File: src/rtl/psm_pkg.sv
package psm_pkg;
  localparam logic [7:0] CMD_RD      = 8'h60;
  localparam logic [7:0] CMD_WR      = 8'h61;
  localparam logic [7:0] REG_STATUS  = 8'hFE;
  localparam logic [7:0] REG_PAGESEL = 8'hFF;
  localparam logic [7:0] REG_WINDOW  = 8'hF0;
  localparam int         BUSY_BIT    = 7;
  localparam int         RACK_BIT    = 5;
  localparam int         MAX_BYTES   = 10;

  typedef enum logic [1:0] {
    ERR_NONE     = 2'd0,
    ERR_BUSY_TMO = 2'd1,
    ERR_ACK_TMO  = 2'd2,
    ERR_BAD_LEN  = 2'd3
  } psm_err_e;

  typedef enum logic [2:0] {
    PH_BUSY, PH_PAGE, PH_WRITE, PH_DUMMY, PH_ACK, PH_DATA
  } psm_phase_e;

  typedef enum logic [1:0] {
    SQ_IDLE, SQ_LAUNCH, SQ_WAIT, SQ_PAUSE
  } psm_state_e;
endpackage

File: src/rtl/psm_pause_timer.sv
module psm_pause_timer #(
  parameter int CYCLES = 250000
) (
  input  logic clk,
  input  logic rst_n,
  input  logic start,
  output logic fire
);
  localparam int CW = (CYCLES > 1) ? $clog2(CYCLES + 1) : 1;

  logic          run_q, run_d, fire_q, fire_d;
  logic [CW-1:0] cnt_q, cnt_d;

  always_comb begin
    run_d  = run_q;
    cnt_d  = cnt_q;
    fire_d = 1'b0;
    if (start) begin
      run_d = 1'b1;
      cnt_d = '0;
    end else if (run_q) begin
      if (cnt_q == CW'(CYCLES - 1)) begin
        run_d  = 1'b0;
        fire_d = 1'b1;
      end else begin
        cnt_d = cnt_q + CW'(1);
      end
    end
  end

  always_ff @(posedge clk or negedge rst_n) begin
    if (!rst_n) begin
      run_q  <= 1'b0;
      cnt_q  <= '0;
      fire_q <= 1'b0;
    end else begin
      run_q  <= run_d;
      cnt_q  <= cnt_d;
      fire_q <= fire_d;
    end
  end

  assign fire = fire_q;

  // the pause ends only once the counter has stopped running
  p_fire_stops_r2: assert property (@(posedge clk) disable iff (!rst_n)
    fire |-> !run_q);
endmodule

File: src/rtl/psm_shifter.sv
module psm_shifter #(
  parameter int CLK_DIV = 4,
  parameter int NBYTES  = 10
) (
  input  logic              clk,
  input  logic              rst_n,
  input  logic              start,
  input  logic [3:0]        nbytes,
  input  logic [8*NBYTES-1:0] tx_frame,
  input  logic              miso,
  output logic              cs_n,
  output logic              sclk,
  output logic              mosi,
  output logic              rx_valid,
  output logic [7:0]        rx_byte,
  output logic [3:0]        rx_idx,
  output logic              frame_done
);
  localparam int FW = 8 * NBYTES;
  localparam int DW = (CLK_DIV > 1) ? $clog2(CLK_DIV + 1) : 1;

  typedef enum logic [1:0] {SH_IDLE, SH_RUN, SH_GAP} sh_state_e;

  sh_state_e      st_q, st_d;
  logic [DW-1:0]  div_q, div_d;
  logic           sclk_q, sclk_d;
  logic [FW-1:0]  sr_q, sr_d;
  logic [2:0]     bit_q, bit_d;
  logic [3:0]     byte_q, byte_d, nb_q, nb_d;
  logic [7:0]     rsr_q, rsr_d;
  logic           rxv_q, rxv_d, fd_q, fd_d;
  logic [7:0]     rxb_q, rxb_d;
  logic [3:0]     rxi_q, rxi_d;
  logic           tick;

  assign tick = (div_q == DW'(CLK_DIV - 1));

  always_comb begin
    st_d = st_q; div_d = div_q; sclk_d = sclk_q; sr_d = sr_q;
    bit_d = bit_q; byte_d = byte_q; nb_d = nb_q; rsr_d = rsr_q;
    rxv_d = 1'b0; fd_d = 1'b0; rxb_d = rxb_q; rxi_d = rxi_q;
    case (st_q)
      SH_IDLE: if (start) begin
        st_d = SH_RUN; sr_d = tx_frame; nb_d = nbytes;
        bit_d = '0; byte_d = '0; div_d = '0; sclk_d = 1'b0;
      end
      SH_RUN: begin
        div_d = tick ? '0 : div_q + DW'(1);
        if (tick) begin
          if (!sclk_q) begin
            sclk_d = 1'b1;
            rsr_d  = {rsr_q[6:0], miso};
          end else begin
            sclk_d = 1'b0;
            sr_d   = {sr_q[FW-2:0], 1'b0};
            bit_d  = bit_q + 3'd1;
            if (bit_q == 3'd7) begin
              rxv_d  = 1'b1;
              rxb_d  = rsr_q;
              rxi_d  = byte_q;
              byte_d = byte_q + 4'd1;
              if (byte_q == nb_q - 4'd1) st_d = SH_GAP;
            end
          end
        end
      end
      default: begin
        div_d = tick ? '0 : div_q + DW'(1);
        if (tick) begin
          st_d = SH_IDLE;
          fd_d = 1'b1;
        end
      end
    endcase
  end

  always_ff @(posedge clk or negedge rst_n) begin
    if (!rst_n) begin
      st_q <= SH_IDLE; div_q <= '0; sclk_q <= 1'b0; sr_q <= '0;
      bit_q <= '0; byte_q <= '0; nb_q <= '0; rsr_q <= '0;
      rxv_q <= 1'b0; fd_q <= 1'b0; rxb_q <= '0; rxi_q <= '0;
    end else begin
      st_q <= st_d; div_q <= div_d; sclk_q <= sclk_d; sr_q <= sr_d;
      bit_q <= bit_d; byte_q <= byte_d; nb_q <= nb_d; rsr_q <= rsr_d;
      rxv_q <= rxv_d; fd_q <= fd_d; rxb_q <= rxb_d; rxi_q <= rxi_d;
    end
  end

  assign cs_n       = (st_q != SH_RUN);
  assign sclk       = sclk_q;
  assign mosi       = sr_q[FW-1];
  assign rx_valid   = rxv_q;
  assign rx_byte    = rxb_q;
  assign rx_idx     = rxi_q;
  assign frame_done = fd_q;

  // mode 0 idle level, clock never high outside a frame
  p_sclk_idle_low_r8: assert property (@(posedge clk) disable iff (!rst_n)
    cs_n |-> !sclk);
  // a frame reports completion only after select is released
  p_frame_end_cs_r8: assert property (@(posedge clk) disable iff (!rst_n)
    frame_done |-> cs_n);
endmodule

File: src/rtl/paged_spi_master.sv
module paged_spi_master #(
  parameter int CLK_DIV      = 4,
  parameter int POLL_TRIES   = 10,
  parameter int PAUSE_CYCLES = 250000
) (
  input  logic        clk,
  input  logic        rst_n,
  input  logic        req_valid,
  input  logic        req_write,
  input  logic [7:0]  req_page,
  input  logic [7:0]  req_reg,
  input  logic [3:0]  req_len,
  input  logic [63:0] req_wdata,
  output logic        busy,
  output logic        done,
  output logic        err,
  output logic [1:0]  err_code,
  output logic [63:0] rd_data,
  output logic        spi_cs_n,
  output logic        spi_sclk,
  output logic        spi_mosi,
  input  logic        spi_miso
);
  import psm_pkg::*;

  localparam int FW    = 8 * MAX_BYTES;
  localparam int TRY_W = $clog2(POLL_TRIES + 1);

  psm_state_e      state_q, state_d;
  psm_phase_e      phase_q, phase_d;
  logic [TRY_W-1:0] tries_q, tries_d;
  logic            wr_q;
  logic [7:0]      page_q, reg_q;
  logic [3:0]      len_q;
  logic [63:0]     wdata_q, acc_q, rd_q;
  logic            bflag_q, aflag_q;
  logic            done_q, done_d, err_q, err_d;
  psm_err_e        code_q, code_d;
  logic            accept, sh_start, pause_start, pause_fire;
  logic [FW-1:0]   tx_frame;
  logic [3:0]      nbytes;
  logic            rx_valid, frame_done;
  logic [7:0]      rx_byte;
  logic [3:0]      rx_idx;
  logic [2:0]      slot;

  function automatic logic len_ok(input logic [3:0] n);
    return (n == 4'd1) || (n == 4'd2) || (n == 4'd4) || (n == 4'd6) || (n == 4'd8);
  endfunction

  assign accept = (state_q == SQ_IDLE) && req_valid && len_ok(req_len);
  assign slot   = 3'(rx_idx - 4'd2);

  // frame composition for the current phase
  always_comb begin
    tx_frame = '0;
    nbytes   = 4'd3;
    case (phase_q)
      PH_PAGE:  tx_frame[FW-1 -: 24] = {CMD_WR, REG_PAGESEL, page_q};
      PH_WRITE: begin
        tx_frame[FW-1 -: 16] = {CMD_WR, reg_q};
        for (int k = 0; k < 8; k++) tx_frame[FW-17-8*k -: 8] = wdata_q[8*k +: 8];
        nbytes = 4'd2 + len_q;
      end
      PH_DUMMY: tx_frame[FW-1 -: 16] = {CMD_RD, reg_q};
      PH_DATA: begin
        tx_frame[FW-1 -: 16] = {CMD_RD, REG_WINDOW};
        nbytes = 4'd2 + len_q;
      end
      default:  tx_frame[FW-1 -: 16] = {CMD_RD, REG_STATUS};
    endcase
  end

  // sequencer next state
  always_comb begin
    state_d = state_q; phase_d = phase_q; tries_d = tries_q;
    done_d = 1'b0; err_d = 1'b0; code_d = code_q;
    sh_start = 1'b0; pause_start = 1'b0;
    case (state_q)
      SQ_IDLE: if (req_valid) begin
        if (len_ok(req_len)) begin
          state_d = SQ_LAUNCH; phase_d = PH_BUSY; tries_d = '0;
        end else begin
          done_d = 1'b1; err_d = 1'b1; code_d = ERR_BAD_LEN;
        end
      end
      SQ_LAUNCH: begin
        sh_start = 1'b1;
        state_d  = SQ_WAIT;
      end
      SQ_WAIT: if (frame_done) begin
        state_d = SQ_LAUNCH;
        case (phase_q)
          PH_BUSY, PH_ACK: begin
            if ((phase_q == PH_BUSY) ? !bflag_q : aflag_q) begin
              phase_d = (phase_q == PH_BUSY) ? PH_PAGE : PH_DATA;
            end else if (tries_q == TRY_W'(POLL_TRIES - 1)) begin
              state_d = SQ_IDLE; done_d = 1'b1; err_d = 1'b1;
              code_d  = (phase_q == PH_BUSY) ? ERR_BUSY_TMO : ERR_ACK_TMO;
            end else begin
              tries_d = tries_q + TRY_W'(1);
              state_d = SQ_PAUSE; pause_start = 1'b1;
            end
          end
          PH_PAGE:  phase_d = wr_q ? PH_WRITE : PH_DUMMY;
          PH_DUMMY: begin
            phase_d = PH_ACK; tries_d = '0;
          end
          default: begin
            state_d = SQ_IDLE; done_d = 1'b1; code_d = ERR_NONE;
          end
        endcase
      end
      default: if (pause_fire) state_d = SQ_LAUNCH;
    endcase
  end

  always_ff @(posedge clk or negedge rst_n) begin
    if (!rst_n) begin
      state_q <= SQ_IDLE; phase_q <= PH_BUSY; tries_q <= '0;
      wr_q <= 1'b0; page_q <= '0; reg_q <= '0; len_q <= '0; wdata_q <= '0;
      acc_q <= '0; rd_q <= '0; bflag_q <= 1'b0; aflag_q <= 1'b0;
      done_q <= 1'b0; err_q <= 1'b0; code_q <= ERR_NONE;
    end else begin
      state_q <= state_d; phase_q <= phase_d; tries_q <= tries_d;
      done_q <= done_d; err_q <= err_d; code_q <= code_d;
      if (accept) begin
        wr_q <= req_write; page_q <= req_page; reg_q <= req_reg;
        len_q <= req_len; wdata_q <= req_wdata; acc_q <= '0;
      end
      if (rx_valid && rx_idx == 4'd2) begin
        bflag_q <= rx_byte[BUSY_BIT];
        aflag_q <= rx_byte[RACK_BIT];
      end
      if (rx_valid && phase_q == PH_DATA && rx_idx >= 4'd2)
        acc_q[{slot, 3'b000} +: 8] <= rx_byte;
      if (state_q == SQ_WAIT && frame_done && phase_q == PH_DATA)
        rd_q <= acc_q;
    end
  end

  psm_shifter #(.CLK_DIV(CLK_DIV), .NBYTES(MAX_BYTES)) u_shift (
    .clk(clk), .rst_n(rst_n), .start(sh_start), .nbytes(nbytes),
    .tx_frame(tx_frame), .miso(spi_miso), .cs_n(spi_cs_n), .sclk(spi_sclk),
    .mosi(spi_mosi), .rx_valid(rx_valid), .rx_byte(rx_byte), .rx_idx(rx_idx),
    .frame_done(frame_done)
  );

  psm_pause_timer #(.CYCLES(PAUSE_CYCLES)) u_pause (
    .clk(clk), .rst_n(rst_n), .start(pause_start), .fire(pause_fire)
  );

  assign busy     = (state_q != SQ_IDLE);
  assign done     = done_q;
  assign err      = err_q;
  assign err_code = code_q;
  assign rd_data  = rd_q;

  // completion and busy are exclusive
  p_done_not_busy_r9: assert property (@(posedge clk) disable iff (!rst_n)
    done |-> !busy);
  // the bus stays quiet whenever no request is in progress
  p_idle_bus_quiet_r9: assert property (@(posedge clk) disable iff (!rst_n)
    !busy |-> spi_cs_n);
  // an error is only ever reported with completion
  p_err_with_done_r7: assert property (@(posedge clk) disable iff (!rst_n)
    err |-> done);
  // a pause is only entered from a finished frame, never during one
  p_pause_after_frame_r2: assert property (@(posedge clk) disable iff (!rst_n)
    pause_start |-> frame_done);
endmodule

File: config.mk
export PLATFORM = sky130hd
export DESIGN_NAME = paged_spi_master
export DESIGN_NICKNAME = d
export VERILOG_FILES = /design/src/rtl/psm_pkg.sv /design/src/rtl/psm_pause_timer.sv /design/src/rtl/psm_shifter.sv /design/src/rtl/paged_spi_master.sv
export SDC_FILE = /design/constraint.sdc
export NUM_CORES = 1
export LEC_CHECK = 0
export BUFFER_PORTS_ARGS = -buffer_cell sky130_fd_sc_hd__clkbuf_2
export CORE_MARGIN = 2
export CORE_UTILIZATION = 30
export DETAILED_ROUTE_END_ITERATION = 10
export SLEW_MARGIN = 25
export SYNTH_ARGS = -nofsm -noshare
export SYNTH_HDL_FRONTEND = slang
export SYNTH_SLANG_ARGS = --single-unit
File: constraint.sdc
create_clock -name clk -period 4.8 [get_ports clk]
set_input_delay 1.2 -clock clk [delete_from_list [all_inputs] [get_ports clk]]
set_output_delay 1.2 -clock clk [all_outputs]
set_load 0.02 [all_outputs]
### After elaboration in Yosys (flattened, before gate mapping)

Cells that the tools add are included.

| operators by class | value |
|---|---|
| div/mod/pow operators | 0 |
| bitwise gates (word level) | 1 |
| $add $sub $neg | 9 |
| $mul | 0 |
| mux-type cells | 96 |
| reduce and logical (&&, ||, !) cells | 37 |
| $lt $le $gt $ge | 1 |
| shifts and indexed selects | 2 |
| equal/unequal tests | 37 |

Operators with widths:

| cell | count |
|---|---|
| $mux W80 | 3 |
| $pmux W80 S2 | 1 |
| $mux W64 | 2 |
| $bwmux W64 | 1 |
| $shift A8 B8 Y64 const A | 1 |
| $shiftx A8 B8 Y64 | 1 |
| $mux W56 | 1 |
| $mux W18 | 3 |
| $mux W4 | 10 |
| $mux W2 | 18 |
| $pmux W9 S4 | 1 |
| $mux W1 | 30 |
| $mux W3 | 10 |
| $pmux W4 S2 | 3 |
| $add A18 B1 Y18 const B | 1 |
| $eq A18 B18 Y1 const B | 1 |
| $pmux W2 S2 | 4 |
| $pmux W8 S2 | 1 |
| $ne A2 B1 Y1 const B | 7 |
| $reduce_and A7 Y1 | 2 |
| $ne A3 B3 Y1 const B | 4 |
| $pmux W3 S2 | 2 |
| $reduce_and A4 Y1 | 3 |
| $reduce_and A6 Y1 | 2 |
| other kinds (35) | 71 |

| storage, ports and cells | value |
|---|---|
| input port bits | 89 |
| output and inout port bits | 72 |
| register bits after elaboration | 367 |
| logic and storage cells | 213 |
| memories | 0 |
| RAM bits | 0 |
| bits in latches | 0 |
| bits in read-only memories | 0 |

### Longest topological paths before layout

| logic depth | value |
|---|---|
| depth after elaboration | 9 |
| depth in mapped cells | 9 |
| depth with buffers taken out | 8 |

### Hierarchy

A second synthesis with hierarchy kept.

| unflattened totals | value |
|---|---|
| cell total of the unflattened synthesis | 1,511 |
| area total of the unflattened synthesis | 16,279.4 sq um |

By module, submodules not included:

| module | area each (sq um) | times used | seq. area each (sq um) | cells each |
|---|---|---|---|---|
| paged_spi_master | 9,793.1 | 1 | 5,705.5 | 913 |
| psm_shifter | 5,357.6 | 1 | 2,977.9 | 480 |
| psm_pause_timer | 1,128.6 | 1 | 500.5 | 118 |

### Worst setup path before layout

Ideal clock, no wire load.

| timing path | value |
|---|---|
| path kind | input to register |
| start | in req_len[0] |
| end | reg len_q[0] |
| buffers on the path | 2 |
| data required time | 4.675 ns |
| cell stages on the path | 6 |
| arrival time | 2.523 ns |
| library setup time | 0.125 ns |
| setup slack | 2.152 ns |
| path through | or3_1 a31oi_4 nor3_4 buf_12 buf_12 mux2_4 |

| on the way | value |
|---|---|
| longest elaborated chain between the ends | 6 |
| elaborated cells on any way between the ends | 10 |
| those cells by class | eq/ne: 5; reduce/logical: 5 |

RTL lines:

| what | RTL line | text |
|---|---|---|
| from (decl) | paged_spi_master.sv:12 | `input logic [3:0] req_len,` |
| $eq A4 B1 Y1 / $eq A4 B2 Y1 (equally long branches) | paged_spi_master.sv:48 | `return (n == 4'd1) \|\| (n == 4'd2) \|\| (n == 4'd4) \|\| (n == 4'd6) \|\| (n == 4'd8);` |
| $logic_or A1 B1 Y1 (4 in a row) | paged_spi_master.sv:48 |  |
| $logic_and A1 B1 Y1 | paged_spi_master.sv:51 | `assign accept = (state_q == SQ_IDLE) && req_valid && len_ok(req_len);` |
| to (signal assigned) | paged_spi_master.sv:121 | `wr_q <= 1'b0; page_q <= '0; reg_q <= '0; len_q <= '0; wdata_q <= '0;` |
| to (signal assigned) | paged_spi_master.sv:129 | `len_q <= req_len; wdata_q <= req_wdata; acc_q <= '0;` |
| to (decl) | paged_spi_master.sv:34 | `logic [3:0] len_q;` |

Parallel ways exist; a longest one is shown, timed or not.
A chain may end at the register's enable or synchronous reset.

### Final worst setup path

| timing path | value |
|---|---|
| start | reg u_shift.st_q[0] |
| end | out spi_cs_n |

| on the way | value |
|---|---|
| longest elaborated chain between the ends | 1 |

RTL lines:

| what | RTL line | text |
|---|---|---|
| from (decl) | psm_shifter.sv:24 | `sh_state_e st_q, st_d;` |
| from (signal assigned) | psm_shifter.sv:83 | `st_q <= st_d; div_q <= div_d; sclk_q <= sclk_d; sr_q <= sr_d;` |
| $ne A2 B1 Y1 | psm_shifter.sv:89 | `assign cs_n = (st_q != SH_RUN);` |
| to (decl) | paged_spi_master.sv:19 | `output logic spi_cs_n,` |

Every way passes these cells.

==> reports/results.ini <==
[global_route]
grt_max_degree = 119
grtUsageMet2_pct = 21.0
overflow = 0
antenna_found_initial = 2
grt_pass1_wl_mm = 57.5
gr-usage-met1_pct = 17.7
grt_pass1_vias = 10400
track_usage_pct = 13.1
busiest_layer = met2
met3_usage_pct = 3.16

[critical_path]
r2r_cells = 5
path_max_fanout = 22
end_kind = primary output
rrSetupSlack_ns = 1.86
worst_setup_path_start_kind = register
arrival_ns = 1.87
r2r-start = u_shift.st_q[0]
crit_path_top_delay_cell = dfrtp_1
slowest_delay_ns = 0.54
r2r-end = u_shift.rx_byte[1]
crit_chain = nor2b_4 -> inv_2 -> clkbuf_2
critPathRequiredTime_ns = 3.60
path_class = reg2out

[final_layout]
fill_cells = 5110
multi_input_area_um2 = 6150
final_nets = 1468
synthToLayoutAreaGrowth_pct = 18.1
drive_gt1_share_pct = 31.2
regArea_um2 = 9180

[timing]
hold_viol_final = 0
hold_ws_ns = 0.473
finalSetupViolCount = 0
period_needed_ns = 3.07
tns_ns = 0
tightestPinTransition_ns = 0.920
slew_headroom_pct = 38.7
final-max-slew-violation-count = 0
fmax_mhz = 326
fin_crit_sh_pct = 64.0
fin_skew_ns = 0.0198
rsz0062_at_grt = no

[die]
io_pins = 161
rows = 84
start_util_pct = 30.2
die_y_um = 234
die_area_um2 = 54600
core_um2 = 52300
die_x_um = 234

[pwr]
p_int_mw = 5.14
combPwrFrac_pct = 2.3
p_leak_nw = 9.10
p_switching_mw = 1.41
swShare_pct = 21.6
pwr-share-clk_pct = 49.9
peakVddDrop_mv = 0.238
p_per_area_nw_per_um2 = 351
p_seq_share_pct = 47.8

[clock_tree]
clock_path_buffers = 3
clk_pin_slew_ns = 0.06
cts.sinks = 367
postCtsSetupBuffers = 0
cts_max_level = 2
clock_latency_ns = 0.57
cts_tree = built
cts-root-buf = clkbuf_16
numCtsBuffers = 42
cts_resized = 0
ctsHoldBuffers = 0

[route]
ant_nets = 0
avgRoutedWirePerCell_um = 16.9
routed_wl_mm = 35.3
drc = 0
firstDrtPassIters = 4
vias = 10100
drt_iter0_drc = 597
vias_per_cell = 4.83

[job]
drv_cap = 0

[logic_synthesis]
yosys_warnings = 0
synth_common_cells = dfrtp_1, nor2_1, mux2_2, a22o_1, mux2_4
ys_types = 75
ys.flop_type = dfrtp_1
syn_area_um2 = 15800
synth_top_cell_by_area = dfrtp_1
synthesis.nets = 1320
ys_seq_elements = 367
ys_seq_area_share_pct = 58.1
synth_edf_count = 0
postSynthCellCount = 1213
avgSynthCellArea_um2 = 13.0
synth_area_leaders = dfrtp_1, mux2_4, mux2_2
yosysTopAreaCellShare_pct = 58.1
synthMostInstantiatedCell = dfrtp_1
async_flop_share_pct = 100

[placement]
numPortBuffers = 160
place.gp.congestion = 0.774
dp_hpwl_mm = 23.1

[hold_path]
hp-start = u_shift.sr_q[0]
hold_path.class = reg2reg
holdPathStages = 2
hold_path_end = u_shift.sr_q[0]

[run_status]
outcome = completed

-- registers in the layout, summed over array words and instances, names as in the netlist, 2 cells and up --
name and cells:
acc_q 64, rd_data 64, page_q 8, tries_q 4, len_q 4, phase_q 3, u_shift.div_q 3, err_code 2
u_shift.rsr_q 8, u_shift.byte_q 4, reg_q 8, u_pause.cnt_q 18, wdata_q 64, u_shift.sr_q 80, u_shift.nb_q 4, u_shift.bit_q 3
state_q 2, u_shift.st_q 2, u_shift.rx_idx 4, u_shift.rx_byte 8
-- stage by stage --
| stage | std cells | utilization, % | setup slack, ns | area [µm²] | power [mW] |
|---|---|---|---|---|---|
| after floorplan | 1213 | - | 2.15 | 15800 | 3.23 |
| after global placement | 2005 | 33.0 | 1.69 | 17200 | 3.35 |
| after detailed placement | 2005 | 33.0 | 1.65 | 17200 | 3.35 |
| after CTS | 2080 | 35.6 | 1.68 | 18700 | 6.67 |
| after global routing | 2081 | 35.7 | 1.58 | 18700 | 6.81 |
| final | 2081 | 35.7 | 1.73 | 18700 | 6.56 |
-- per-layer routing --
layer,wire length [µm],part of all wire [%]
met4,626,1.8
met5,10,0.028
met1,16100,46
met2,16600,47
met3,1890,5.4
-- final cells by class --
class	count	share of cell area, %
Antenna cell	1	0.0134
Clock buffer	60	6.37
Clock inverter	15	1.20
Inverter	25	0.503
Multi-Input combinational cell	751	32.9
Sequential cell	367	49.2
Tap cell	688	4.61
Timing Repair Buffer	174	5.17
-- worst max-delay path by stage --
stage | startpoint | end | slack (ns)
floorplan | req_len[0] | len_q[0] | 2.15
global placement | req_len[1] | wdata_q[8] | 1.69
detailed placement | req_len[1] | wdata_q[13] | 1.65
CTS | u_shift.st_q[0] | spi_cs_n | 1.68
global route | u_shift.st_q[0] | spi_cs_n | 1.58
finish | u_shift.st_q[0] | spi_cs_n | 1.73
-- placed cells by master (no fill, tap or decap), types with 5 or more instances in the layout --
cell type    n
o21ai_0     41
mux2_4      70
clkbuf_16   42
a22oi_1      8
clkinv_2     6
mux2_2      88
nor2_4      10
nand3_1     15
inv_1       23
dfrtp_1    367
a22o_1      72
o22ai_1     10
mux2i_1      6
clkbuf_1    11
ha_1        18
clkbuf_2   159
mux2_1      13
nand2_1     35
buf_4       10
nor3_1      11
o31ai_1      7
a21oi_1     13
nand3b_1     6
xnor2_1     10
clkbuf_8     7
and3_1       5
nor2_1     157
xor2_1       7
nor2b_1      7
a221oi_1    57
nand2b_1     6
-- critical path, delay by kind of cell (launching register included) --
family	cells	cell delay, ns
DFF	1	0.54
and+or+nand+nor	1	0.21
buffers and inverters	2	0.56
-- kinds of logic (layout without fill, tap and decap cells) --
kind of cell,after synthesis,count (layout),share of synthesized area [%]
adders and majority gates,18,18,1.42
xor gates and xnor gates,17,17,0.942
muxes,177,177,14.2
DFF,367,367,58.1
other,0,1,0
and+or+nand+nor,286,286,9.04
buffers and inverters,95,274,3.29
AOI/OAI and AO/OA,253,253,13.0
-- power groups by stage --
stage	logic (mW)	clock network, mW	registers [mW]
floorplan	0.0403	0	3.19
global placement	0.153	0	3.19
detailed placement	0.157	0	3.19
CTS	0.158	3.37	3.14
global route	0.171	3.50	3.14
finish	0.150	3.27	3.14
No activity file was read; power rests on OpenSTA's default activity.
